$ cat src/rtl/madb_pkg.sv
package madb_pkg;

  localparam int WORD_W   = 16;
  localparam int ADDR_W   = 2 * WORD_W;
  localparam int LINE_W   = 3;   // 8-word line
  localparam int WRAP_S_W = 3;   // 8-word wrap window
  localparam int WRAP_L_W = 4;   // 16-word wrap window

  typedef enum logic [1:0] {
    SQ_IDLE = 2'd0,
    SQ_WAIT = 2'd1,
    SQ_DATA = 2'd2
  } seq_st_t;

  // Word stored at a given array index.
  function automatic logic [WORD_W-1:0] rom_word(input logic [WORD_W-1:0] idx);
    logic [WORD_W-1:0] prod;
    prod = idx * 16'h2F1B;
    return prod ^ 16'hC35A;
  endfunction

  // Array index built from the low bits of each address half.
  function automatic logic [ADDR_W-1:0] rom_index(input logic [ADDR_W-1:0] a,
                                                  input int lo_w, input int hi_w);
    logic [ADDR_W-1:0] lo_mask, hi_mask;
    lo_mask = (ADDR_W'(1) << lo_w) - ADDR_W'(1);
    hi_mask = (ADDR_W'(1) << hi_w) - ADDR_W'(1);
    return (((a >> WORD_W) & hi_mask) << lo_w) | (a & lo_mask);
  endfunction

  // Increment only the low w bits, keeping the rest fixed.
  function automatic logic [ADDR_W-1:0] wrap_inc(input logic [ADDR_W-1:0] a, input int w);
    logic [ADDR_W-1:0] m;
    m = (ADDR_W'(1) << w) - ADDR_W'(1);
    return (a & ~m) | ((a + ADDR_W'(1)) & m);
  endfunction

  function automatic logic [ADDR_W-1:0] next_addr(input logic [ADDR_W-1:0] a,
                                                  input logic wrap, input logic len16);
    if (!wrap)      return a + ADDR_W'(1);
    else if (len16) return wrap_inc(a, WRAP_L_W);
    else            return wrap_inc(a, WRAP_S_W);
  endfunction

  function automatic logic line_last(input logic [ADDR_W-1:0] a);
    logic [ADDR_W-1:0] m;
    m = (ADDR_W'(1) << LINE_W) - ADDR_W'(1);
    return (a & m) == m;
  endfunction

endpackage

$ cat src/rtl/madb_addr_port.sv
module madb_addr_port
  import madb_pkg::*;
(
  input  logic              clk,
  input  logic              rst_n,
  input  logic              ce_n,
  input  logic              avd_n,
  input  logic              oe_n,
  input  logic [WORD_W-1:0] ad_in,
  output logic              lo_cap,
  output logic [ADDR_W-1:0] cap_addr,
  output logic              drive_en
);

  logic [WORD_W-1:0] hi_q;
  logic lo_seen, oe_used, oe_lock;
  logic hi_cap, oe_release;

  // Phase decode
  assign hi_cap     = !ce_n && !avd_n && !oe_n;
  assign lo_cap     = !ce_n && !avd_n &&  oe_n;
  assign cap_addr   = {hi_q, ad_in};
  assign oe_release = !ce_n && avd_n && oe_n && oe_used;
  assign drive_en   = !ce_n && avd_n && !oe_n && lo_seen && !oe_lock;

  always_ff @(posedge clk or negedge rst_n) begin
    if (!rst_n)      hi_q <= '0;
    else if (hi_cap) hi_q <= ad_in;
  end

  always_ff @(posedge clk or negedge rst_n) begin
    if (!rst_n)      lo_seen <= 1'b0;
    else if (ce_n)   lo_seen <= 1'b0;
    else if (lo_cap) lo_seen <= 1'b1;
  end

  always_ff @(posedge clk or negedge rst_n) begin
    if (!rst_n) begin
      oe_used <= 1'b0;
      oe_lock <= 1'b0;
    end else if (ce_n || lo_cap) begin
      oe_used <= 1'b0;
      oe_lock <= 1'b0;
    end else begin
      if (drive_en)   oe_used <= 1'b1;
      if (oe_release) oe_lock <= 1'b1;
    end
  end

  p_hi_capture_r2: assert property (@(posedge clk) disable iff (!rst_n)
    hi_cap |=> hi_q == $past(ad_in));

  p_hi_kept_r3: assert property (@(posedge clk) disable iff (!rst_n)
    !hi_cap |=> $stable(hi_q));

  p_ce_clears_r9: assert property (@(posedge clk) disable iff (!rst_n)
    ce_n |=> !lo_seen);

  p_lock_hold_r5: assert property (@(posedge clk) disable iff (!rst_n)
    (oe_lock && !ce_n && !lo_cap) |=> oe_lock);

  p_lo_sets_flag_r4: assert property (@(posedge clk) disable iff (!rst_n)
    lo_cap |=> (lo_seen && !oe_lock));

endmodule

$ cat src/rtl/madb_burst_seq.sv
module madb_burst_seq
  import madb_pkg::*;
#(
  parameter int LATENCY = 4
) (
  input  logic              clk,
  input  logic              rst_n,
  input  logic              ce_n,
  input  logic              start,
  input  logic [ADDR_W-1:0] start_addr,
  input  logic              wrap_mode,
  input  logic              wrap_len16,
  output logic [ADDR_W-1:0] cur_addr,
  output logic              dvalid,
  output logic              rdy_pred
);

  localparam int CNT_W = (LATENCY < 2) ? 1 : $clog2(LATENCY + 1);
  localparam logic [CNT_W-1:0] RELOAD = CNT_W'(LATENCY - 1);

  seq_st_t st;
  logic [CNT_W-1:0] wcnt;
  logic at_stall;

  // A continuous burst pauses after the last word of a line.
  assign at_stall = (st == SQ_DATA) && !wrap_mode && line_last(cur_addr);
  assign dvalid   = (st == SQ_DATA);
  assign rdy_pred = ((st == SQ_DATA) && !at_stall) ||
                    ((st == SQ_WAIT) && (wcnt == '0));

  always_ff @(posedge clk or negedge rst_n) begin
    if (!rst_n) begin
      st       <= SQ_IDLE;
      wcnt     <= '0;
      cur_addr <= '0;
    end else if (ce_n) begin
      st <= SQ_IDLE;
    end else if (start) begin
      st       <= SQ_WAIT;
      wcnt     <= RELOAD;
      cur_addr <= start_addr;
    end else begin
      case (st)
        SQ_WAIT: begin
          if (wcnt == '0) st <= SQ_DATA;
          else            wcnt <= wcnt - CNT_W'(1);
        end
        SQ_DATA: begin
          cur_addr <= next_addr(cur_addr, wrap_mode, wrap_len16);
          if (at_stall) begin
            st   <= SQ_WAIT;
            wcnt <= RELOAD;
          end
        end
        default: st <= SQ_IDLE;
      endcase
    end
  end

  p_start_blank_r1: assert property (@(posedge clk) disable iff (!rst_n)
    (start && !ce_n) |=> !dvalid);

  p_wait_bound_r1: assert property (@(posedge clk) disable iff (!rst_n)
    (st == SQ_WAIT) |-> (wcnt <= RELOAD));

  p_cont_stall_r6: assert property (@(posedge clk) disable iff (!rst_n)
    (at_stall && !ce_n && !start) |=> (!dvalid && wcnt == RELOAD));

  p_wrap_no_gap_r7: assert property (@(posedge clk) disable iff (!rst_n)
    (dvalid && wrap_mode && !ce_n && !start) |=> dvalid);

  p_early_rdy_r8: assert property (@(posedge clk) disable iff (!rst_n)
    (rdy_pred && !ce_n && !start) |=> dvalid);

  p_abort_r9: assert property (@(posedge clk) disable iff (!rst_n)
    ce_n |=> (st == SQ_IDLE));

endmodule

$ cat src/rtl/madb_word_rom.sv
module madb_word_rom
  import madb_pkg::*;
#(
  parameter int IDX_W = 7
) (
  input  logic [IDX_W-1:0]  idx,
  output logic [WORD_W-1:0] word
);

  localparam int DEPTH = 1 << IDX_W;

  logic [WORD_W-1:0] table_w [DEPTH];

  for (genvar i = 0; i < DEPTH; i++) begin : g_entry
    assign table_w[i] = rom_word(WORD_W'(i));
  end

  assign word = table_w[idx];

endmodule

$ cat src/rtl/madb_read_slave.sv
module madb_read_slave
  import madb_pkg::*;
#(
  parameter int LATENCY  = 4,
  parameter int LO_IDX_W = 5,
  parameter int HI_IDX_W = 2
) (
  input  logic              clk,
  input  logic              rst_n,
  input  logic              ce_n,
  input  logic              avd_n,
  input  logic              oe_n,
  input  logic [WORD_W-1:0] ad_in,
  output logic [WORD_W-1:0] ad_out,
  output logic              ad_oe,
  output logic              rdy,
  input  logic              wrap_mode,
  input  logic              wrap_len16,
  input  logic              rdy_early
);

  localparam int IDX_W = LO_IDX_W + HI_IDX_W;

  logic              lo_cap;
  logic [ADDR_W-1:0] cap_addr;
  logic              drive_en;
  logic [ADDR_W-1:0] cur_addr;
  logic              dvalid;
  logic              rdy_pred;
  logic [IDX_W-1:0]  rom_idx;
  logic [WORD_W-1:0] rom_q;

  madb_addr_port u_port (
    .clk      (clk),
    .rst_n    (rst_n),
    .ce_n     (ce_n),
    .avd_n    (avd_n),
    .oe_n     (oe_n),
    .ad_in    (ad_in),
    .lo_cap   (lo_cap),
    .cap_addr (cap_addr),
    .drive_en (drive_en)
  );

  madb_burst_seq #(.LATENCY(LATENCY)) u_seq (
    .clk        (clk),
    .rst_n      (rst_n),
    .ce_n       (ce_n),
    .start      (lo_cap),
    .start_addr (cap_addr),
    .wrap_mode  (wrap_mode),
    .wrap_len16 (wrap_len16),
    .cur_addr   (cur_addr),
    .dvalid     (dvalid),
    .rdy_pred   (rdy_pred)
  );

  assign rom_idx = IDX_W'(rom_index(cur_addr, LO_IDX_W, HI_IDX_W));

  madb_word_rom #(.IDX_W(IDX_W)) u_rom (
    .idx  (rom_idx),
    .word (rom_q)
  );

  assign ad_oe  = drive_en;
  assign ad_out = drive_en ? rom_q : '0;
  assign rdy    = !ce_n && (rdy_early ? rdy_pred : dvalid);

  p_bus_quiet_r10: assert property (@(posedge clk) disable iff (!rst_n)
    (!avd_n || ce_n) |-> !ad_oe);

  p_rdy_idle_r9: assert property (@(posedge clk) disable iff (!rst_n)
    ce_n |-> !rdy);

  p_late_rdy_r8: assert property (@(posedge clk) disable iff (!rst_n)
    (!rdy_early && rdy) |-> dvalid);

endmodule

$ cat config.mk
export PLATFORM = sky130hd
export DESIGN_NAME = madb_read_slave
export DESIGN_NICKNAME = d
export VERILOG_FILES = /design/src/rtl/madb_pkg.sv /design/src/rtl/madb_addr_port.sv /design/src/rtl/madb_burst_seq.sv /design/src/rtl/madb_word_rom.sv /design/src/rtl/madb_read_slave.sv
export SDC_FILE = /design/constraint.sdc
export NUM_CORES = 1
export LEC_CHECK = 0
export ABC_AREA = 0
export CAP_MARGIN = 20
export CORE_ASPECT_RATIO = 1.75
export CORE_UTILIZATION = 35
export DETAILED_ROUTE_END_ITERATION = 10
export SYNTH_ARGS = -nofsm -noshare
export SYNTH_HDL_FRONTEND = slang
export SYNTH_SLANG_ARGS = --single-unit
$ cat constraint.sdc
create_clock -name clk -period 2.7 [get_ports clk]
set_input_delay 0.405 -clock clk [delete_from_list [all_inputs] [get_ports clk]]
set_output_delay 0.405 -clock clk [all_outputs]
set_load 0.01 [all_outputs]
==> impl_metrics.yaml, run 1 <==
sta:
  tightestPinTransition_ps: 491
  setup_viol: 2
  setup_ws_ps: -44.3
  slew_headroom_pct: 67.2
  finClkSkew_ps: 2.98
  fmax_mhz: 364
  final.min_clock_period_ps: 2740
  maxSlewViolCount: 0
  rsz0062_at_grt: "yes"
  hold_viol_final: 0
  finalCritPeriodShare_pct: 102
global_routing:
  grt_usage_pct: 25.6
  grt_pass1_vias: 4640
  grt_pass1_wl_um: 23100
  grt-ovfl-total: 0
  antenna_found_initial: 0
  grt_max_degree: 36
route:
  vias_per_cell: 6.05
  firstDrtPassIters: 5
  wl_per_cell_um: 18.5
  routed_wl_um: 13900
  drtAntennaViolNets: 0
  drc: 0
  initialDrtViolationCount: 350
  vias: 4549
layout:
  drive_gt1_share_pct: 27.2
  antenna_cells: 0
  area_growth_syn_to_layout_pct: 35.6
  mostFrequentLayoutCell: "buf_4"
  final_nets: 661
  mostFrequentLayoutCells: "buf_4, nand2_1, nor2_1"
  post_layout_nonfiller_instances: 752
  fin_util_pct: 48.9
clocking:
  worstSkewPairLatency_ps: 260
  cts_root_buf: "clkbuf_16"
  hold_buffers: 0
  cts_tree: "yes"
  cts_max_path_buffers: 2
  numCtsBuffers: 3
  htreeDepth: 1
  clk_pin_slew_ps: 70
  cts_sinks: 28
worst_setup_path:
  slowest_delay_ps: 450
  cp.arrival_ps: 2340
  crit_chain: "inv_2, ha_4, nor2b_4, a21oi_1, mux4_2, o22a_1, a221oi_2, buf_2"
  end_kind: "output port"
  critical_path_buf_inv_count: 2
  worstPathRequired_ps: 2300
  cp_top_family: "compound AO/OA/AOI/OAI gates"
  critPathMaxFanout: 4
  cp_slowest_cell: "mux4_2"
  path_class: "reg -> out"
  cp-start-kind: "flop"
logic_synthesis:
  syn-num-nets: 566
  syn-cell-area_um2: 3880
  ys_seq_area_share_pct: 18.0
  ys_ff_latch: 28
  synth-main-ff-cell: "dfrtp_1"
  netlist_instances: 528
  synth_cell_types: 77
  syn_area_per_cell_um2: 7.36
  ys_warn_count: 0
  synth_edf_count: 0
  ys_async_sr_fraction_pct: 100
floorplan:
  die_area_um2: 11500
  ios: 42
  die_x_um: 81.6
  rows: 50
  start_util_pct: 36.1
  die_y_um: 141
  coreArea_um2: 10800
placed_design:
  io_buffers: 41
  place.gp.congestion: 0.931
  placed_cells: 744
  dp_hpwl_um: 10800
flow_run:
  drv_cap: 0
power_and_ir_drop:
  p_seq_share_pct: 11.9
  switching_share_pct: 47.7
  netSwitchingPower_uw: 2560
  powerDensity_nw_per_um2: 1020
  p_leak_uw: 0.00219
  pwr-share-clk_pct: 6.8
  internal_power_uw: 2820
  vdd_drop_max_uv: 547
  p_comb_share_pct: 81.3
outcome:
  violations: "setup timing"
  status: "finished with violations"
min_path:
  min_path_type: "reg -> reg"
==> cell families (layout without fill, tap and decap cells) <==
kind of cell,after synthesis,count (layout),synth area share [%]
flip-flops,28,28,18.0
multiplexers,16,16,6.22
AO/OA/AOI/OAI,188,188,34.0
buffers and inverters,72,166,9.05
adder cells (fa/ha/maj),14,14,4.51
AND/OR/NAND/NOR,207,207,27.5
XOR/XNOR,3,3,0.677
==> synth_stat cells, drive strengths merged (13+ instances only) <==
library cell	instances	area share [%]
a211oi	14	2.7
clkbuf	19	1.8
nand2b	21	3.4
nand2	64	6.3
inv	18	1.7
buf	35	5.5
nor2b	13	2.2
dfrtp	28	18
o21ai	43	5.5
nor2	44	4.3
nor3	15	1.9
a21oi	40	5.5
ha	14	4.5
==> what timing repair did <==
action,in CTS,in global routing
gates cloned,0,0
pin swaps,10,10
hold endpoints to repair,0,0
endpoints found under the setup margin,14,11
gates resized for setup,63,22
buffers inserted,3,1
==> power groups by stage <==
stage	combinational, µW	sequential (µW)	clock, µW
finish	4370	639	366
global route	4730	653	391
CTS	4210	633	378
detailed placement	3940	664	0
global placement	3880	657	0
floorplan	2530	586	0
==> sequential cells by signal, summed over array words and instances (netlist names) <==
signal,flops
u_seq.cur_addr,18
u_port.oe_lock,1
u_seq.wcnt,3
u_seq.st,2
u_port.lo_seen,1
u_port.oe_used,1
u_port.hi_q,2
==> per-layer routing <==
layer / vias up / wire length (µm) / global-route usage (%)
li1: 2156 / - / -
met1: 2157 / 5020 / 26.8
met2: 174 / 7460 / 46.5
met3: 62 / 495 / 2.12
met4: 0 / 953 / 17.7
met5: - / 0 / 0
==> layout make-up <==
| type | count | area (µm²) |
|---|---|---|
| inverters | 18 | 67.6 |
| repair buffers | 144 | 1260 |
| well taps | 130 | 163 |
| multi-input cells | 428 | 2980 |
| fillers | 1081 | 5500 |
| flip-flops and latches | 28 | 706 |
| clock buffers | 4 | 88.8 |
==> final timing paths <==
kind / startpoint / to / slack (ps) / cells past startpoint
worst max-delay path: u_seq.cur_addr[1] / ad_out[6] / -40 / 8
worst min-delay path: u_seq.wcnt[1] / u_seq.wcnt[1] / 510 / 2
worst max register to register: u_seq.cur_addr[2] / u_seq.cur_addr[15] / 210 / 8
worst min register to register: u_seq.wcnt[1] / u_seq.wcnt[1] / 510 / 2
max in group asynchronous: rst_n / u_seq.cur_addr[3] / 1880 / 2
min in group asynchronous: rst_n / u_seq.cur_addr[9] / 520 / 2
==> metrics by stage <==
step / setup slack, ps / setup TNS, ps / cell area (µm²) / hold slack (ps) / total power, µW
after global routing: -137 / -559 / 5270 / 539 / 5770
after floorplan: 0.179 / 0 / 3890 / 109 / 3120
after global placement: -166 / -935 / 4980 / 480 / 4540
final: -44.3 / -55.2 / 5270 / 513 / 5380
after detailed placement: -213 / -1330 / 4980 / 502 / 4600
after CTS: -31.1 / -32.9 / 5200 / 518 / 5220
==> tightest hold or removal path, stage by stage (launching register included) <==
cell     delay [ps]
dfrtp_1         350
mux2i_1          70
nand2_1          60
Note: power is estimated with default switching activity, not from simulation.
==> inputs of run 2 (changes only) <==
Settings changed: REMOVE_ABC_BUFFERS set to 1.
==> run 2 against run 1 <==
Compared with the run above:
- cell area grew 1.2%
- fmax shrank 0.40%
- clock power grew 23%
- the flow still finishes with violations (setup timing)
- setup slack lost 11 ps
- critical endpoint unchanged
- utilization grew 0.58 points
- largest power group unchanged
==> impl_metrics.yaml, run 2 (synthesis gave the netlist of run 1 again) <==
sta:
  finClkSkew_ps: 2.20
  tightestPinTransition_ps: 540
  finalCritPeriodShare_pct: 102
  final.min_clock_period_ps: 2760
  rsz0062_at_grt: "yes"
  slew_headroom_pct: 64.0
  fmax_mhz: 363
  hold_viol_final: 0
  setup_viol: 5
  setup_ws_ps: -55.2
  maxSlewViolCount: 0
global_routing:
  use_met1_pct: 27.3
  grt_pass1_wl_um: 23100
  grt_max_degree: 36
  antenna_found_initial: 0
  busiest_layer: "met2"
  grtUsageMet3_pct: 1.80
  grt-ovfl-total: 0
  grtUsageMet2_pct: 49.0
  grt_pass1_vias: 4647
  grt_usage_pct: 25.8
layout:
  nFillCells: 1064
  mostFrequentLayoutCells: "buf_4, nand2_1, nor2_1"
  largest_registers: "u_seq.cur_addr: 18 flops, u_seq.wcnt: 3 flops"
  drive_gt1_share_pct: 29.6
  regMostFlops: "u_seq.cur_addr"
  antenna_cells: 0
  post_layout_nonfiller_instances: 766
  area_growth_syn_to_layout_pct: 37.2
  largest_reg_flops: 18
  mostFrequentLayoutCell: "buf_4"
  ff_latch_area_um2: 704
  fin_util_pct: 49.5
  final_nets: 675
  multi_input_area_um2: 2990
worst_setup_path:
  critPathMaxFanout: 5
  worstPathRequired_ps: 2300
  cp.arrival_ps: 2350
  cp_slowest_cell: "mux4_2"
  reg2reg_from: "u_seq.cur_addr[1]"
  cp-start-kind: "flop"
  cp_top_family: "compound AO/OA/AOI/OAI gates"
  path_class: "reg -> out"
  crit_chain: "inv_2, ha_4, nor2b_4, a21oi_2, mux4_2, o22a_1, a221oi_2, buf_2"
  end_kind: "output port"
  critPathLaunch: "u_seq.cur_addr[0]"
  critical_path_buf_inv_count: 2
  slowest_delay_ps: 450
placed_design:
  dp_hpwl_um: 10800
  placed_cells: 754
  io_buffers: 41
  place.gp.congestion: 0.955
  dp_slack_ps: -263
power_and_ir_drop:
  powerDensity_nw_per_um2: 1030
  vdd_drop_max_uv: 801
  p_leak_uw: 0.00225
route:
  wl_per_cell_um: 18.7
  drtAntennaViolNets: 0
  routed_wl_um: 14300
  vias: 4619
  firstDrtPassIters: 5
  initialDrtViolationCount: 403
  vias_per_cell: 6.03
  drc: 0
floorplan:
  rows: 50
  ios: 42
  die_x_um: 81.6
  die_area_um2: 11500
  die_y_um: 141
  coreArea_um2: 10800
  start_util_pct: 36.1
outcome:
  violations: "setup timing"
  status: "finished with violations"
clocking:
  hold_buffers: 0
  htreeDepth: 1
  numCtsBuffers: 3
  cts_root_buf: "clkbuf_16"
  cts_sinks: 28
  cts_tree: "yes"
  clk_pin_slew_ps: 70
  worstSkewPairLatency_ps: 270
  cts_max_path_buffers: 2
min_path:
  min_path_type: "reg -> reg"
  hold_start: "u_seq.wcnt[1]"
flow_run:
  drv_cap: 0
## run 2: changes by cell type in the layout (fill, tap and decap cells not counted), moves of 3 or more
cell	previous run	this run
buf_4	86	110
o21ai_1	12	15
a211oi_1	14	10
a211oi_2	0	4
buf_12	6	2
buf_6	10	4
## run 2: layout make-up
class                   count  area share (%)
inverters                  18            1.27
flip-flops and latches     28            13.2
repair buffers            158            24.4
clock inverters             1           0.564
well taps                 130            3.05
clock buffers               3            1.41
multi-input cells         428            56.0
## run 2: layer usage
layer | wire length [µm] | vias to the layer above
met3 | 505 | 52
met5 | 0 | -
li1 | - | 2183
met2 | 7820 | 159
met4 | 745 | 0
met1 | 5220 | 2225
## run 2: worst reg2reg max path, cell delays in order (launching register included)
cell and delay, ps:
dfrtp_1 380, buf_6 170, buf_4 230, ha_1 190, buf_4 120, nand4_2 150
nor4_4 400, and4_1 280, o21ai_1 80, a221o_1 320
## run 2: report_power, final
part           switching (µW)  internal, µW  leakage [µW]
Sequential                113           519      0.000330
Clock                     156           296     0.0000511
Combinational            2320          2100       0.00187
Total                    2590          2910       0.00225
## run 2: final timing paths
| path | end | slack (ps) | cells after the start |
|---|---|---|---|
| worst max-delay path | ad_out[6] | -60 | 8 |
| worst min-delay path | u_seq.wcnt[1] | 500 | 2 |
| worst max register to register | u_seq.cur_addr[15] | 270 | 9 |
| worst min register to register | u_seq.wcnt[1] | 500 | 2 |
| max in group asynchronous | u_seq.cur_addr[2] | 1890 | 2 |
| min in group asynchronous | u_seq.cur_addr[11] | 510 | 2 |
## run 2: timing repair
item,4_1_cts,5_1_grt
pin swaps,11,11
setup buffers,6,2
endpoints found under the setup margin,14,12
gates resized for setup,70,23
## run 2: stage by stage
| stage | total power, µW | cell area, µm² | TNS, ps | hold WS [ps] |
|---|---|---|---|---|
| 2_1_floorplan | 2870 | 3600 | -9580 | 109 |
| 3_3_place_gp | 4560 | 5020 | -1500 | 481 |
| 3_5_place_dp | 4630 | 5020 | -1860 | 497 |
| 4_1_cts | 5300 | 5250 | -302 | 514 |
| 5_1_grt | 5890 | 5330 | -835 | 547 |
| 6_report | 5500 | 5330 | -132 | 504 |
==> inputs of run 3 (changes only) <==
Settings changed: SKIP_CTS_REPAIR_TIMING set to 1, SLEW_MARGIN set to 20.
Clock period 2.7 ns to 2.3 ns, I/O delays scaled along.
==> run 3 against run 2 <==
Compared with the run above:
- the flow still finishes with violations (setup timing)
- setup slack worse by 390 ps
- sequential cell count unchanged
- first-iteration DRC count down 17%
- count of clock-buffer cells in the layout unchanged
- die area unchanged
- cell area up 8.5%
- combinational power up 33%
- hold slack worse by 46 ps
- largest cell class unchanged
- largest power group unchanged
- highest routed layer unchanged
==> impl_metrics.yaml, run 3 (synthesis gave the netlist of run 1 again) <==
outcome:
  status: "finished with violations"
  violations: "setup timing"
sta:
  finalCritPeriodShare_pct: 119
  hold_viol_final: 0
  rsz0062_at_grt: "yes"
  finClkSkew_ps: 7.36
  tightestPinTransition_ps: 531
  slew_headroom_pct: 64.6
  setup_viol: 12
  setup_ws_ps: -440
  maxSlewViolCount: 0
  final.min_clock_period_ps: 2740
  fmax_mhz: 365
clocking:
  cts_max_path_buffers: 2
  htreeDepth: 1
  clk_pin_slew_ps: 70
  cts_tree: "yes"
  numCtsBuffers: 3
  cts_root_buf: "clkbuf_16"
  worstSkewPairLatency_ps: 270
  cts_sinks: 28
worst_setup_path:
  cp_top_family: "compound AO/OA/AOI/OAI gates"
  cp-start-kind: "flop"
  reg2reg_from: "u_seq.cur_addr[1]"
  path_class: "reg -> out"
  crit_chain: "inv_2, ha_4, nand2_1, o21ai_0, mux4_2, o22a_1, a221oi_2, buf_2"
  worstPathRequired_ps: 1960
  slowest_delay_ps: 490
  critPathLaunch: "u_seq.cur_addr[1]"
  critPathMaxFanout: 5
  end_kind: "output port"
  critical_path_buf_inv_count: 2
  cp_slowest_cell: "mux4_2"
  cp.arrival_ps: 2400
floorplan:
  die_x_um: 81.6
  start_util_pct: 36.1
  coreArea_um2: 10800
  ios: 42
  rows: 50
  die_area_um2: 11500
  die_y_um: 141
layout:
  mostFrequentLayoutCell: "buf_4"
  drive_gt1_share_pct: 36.6
  final_nets: 714
  area_growth_syn_to_layout_pct: 48.8
  mostFrequentLayoutCells: "buf_4, nand2_1, nor2_1"
  largest_reg_flops: 18
  post_layout_nonfiller_instances: 805
  fin_area_um2: 5780
  regMostFlops: "u_seq.cur_addr"
  largest_registers: "u_seq.cur_addr: 18 flops, u_seq.wcnt: 3 flops"
  nFillCells: 1043
  antenna_cells: 0
route:
  drtAntennaViolNets: 0
  firstDrtPassIters: 5
  drc: 0
  initialDrtViolationCount: 336
  vias_per_cell: 5.96
  routed_wl_um: 15000
  wl_per_cell_um: 18.7
  vias: 4795
power_and_ir_drop:
  switching_share_pct: 45.6
  p_leak_uw: 0.00252
  p_seq_share_pct: 10.8
  internal_power_uw: 3900
  p_comb_share_pct: 81.8
  netSwitchingPower_uw: 3270
  vdd_drop_max_uv: 827
  pwr-share-clk_pct: 7.4
  powerDensity_nw_per_um2: 1240
global_routing:
  busiest_layer: "met2"
  grt-ovfl-total: 0
  grt_pass1_vias: 4828
  grtUsageMet3_pct: 1.80
  grt_max_degree: 33
  grt_pass1_wl_um: 23300
  antenna_found_initial: 0
  use_met1_pct: 27.7
  grtUsageMet2_pct: 50.0
  grt_usage_pct: 26.0
placed_design:
  dp_hpwl_um: 11100
  place.gp.congestion: 0.947
  io_buffers: 41
  placed_cell_area_um2: 5310
  placed_cells: 786
flow_run:
  drv_cap: 0
min_path:
  min_path_type: "in -> async"
run 3: cell types whose count changed in the layout (fill, tap and decap cells not counted), sizes merged:
cell           previous run  this run
dlymetal6s2s              1         4
dlygate4sd2               3         0
buf                     124       167
dlygate4sd1               1         0
clkdlybuf4s50            26        23
clkbuf                    3         6
clkdlybuf4s15             3         0
run 3: worst register-to-register path, cell delays in order, from the launching register on:
cell	delay (ps)
dfrtp_2	410
buf_4	130
clkbuf_16	130
ha_1	160
buf_4	130
nand4_2	150
nor4_4	280
and4b_1	260
o21ai_1	60
a221o_1	310
run 3: final cells by class:
cell class	count	area, µm²	share of cell area (%)
multi-input combinational	428	3070	53.1
clock inverter	1	30.0	0.520
clock buffer	3	75.1	1.30
sequential	28	704	12.2
tap	130	163	2.82
timing repair buffer	197	1670	29.0
inverter	18	67.6	1.17
run 3: path summary, 6_finish.rpt:
path | end | slack, ps | cells past startpoint
worst max-delay path | ad_out[6] | -440 | 8
worst min-delay path | u_seq.cur_addr[11] | 460 | 2
worst max register to register | u_seq.cur_addr[17] | 140 | 9
worst min register to register | u_seq.wcnt[1] | 500 | 2
max in group asynchronous | u_seq.cur_addr[2] | 1540 | 2
min in group clk | u_seq.wcnt[1] | 500 | 2
run 3: power by group through the flow:
stage          clock [µW]  sequential, µW  combinational (µW)
6_report              530             773                5860
5_1_grt               553             788                6280
4_1_cts               541             757                5080
3_5_place_dp            0             766                5060
3_3_place_gp            0             759                4980
2_1_floorplan           0            1060                2310
run 3: per-stage QoR:
stage / power [µW] / utilization [%] / setup slack [ps] / hold slack (ps) / TNS (ps)
2_1_floorplan: 3360 / - / -1410 / 49.4 / -20560
3_3_place_gp: 5730 / 49.3 / -549 / 480 / -6930
3_5_place_dp: 5820 / 49.3 / -595 / 483 / -7730
4_1_cts: 6380 / 50.3 / -906 / 461 / -12380
5_1_grt: 7620 / 53.7 / -504 / 491 / -4520
6_report: 7160 / 53.7 / -440 / 458 / -3450
run 3: layer usage:
metal  routed length, µm  vias up
li1                    -     2255
met1                5520     2316
met2                8460      174
met3                 478       50
met4                 580        0
met5                   0        -
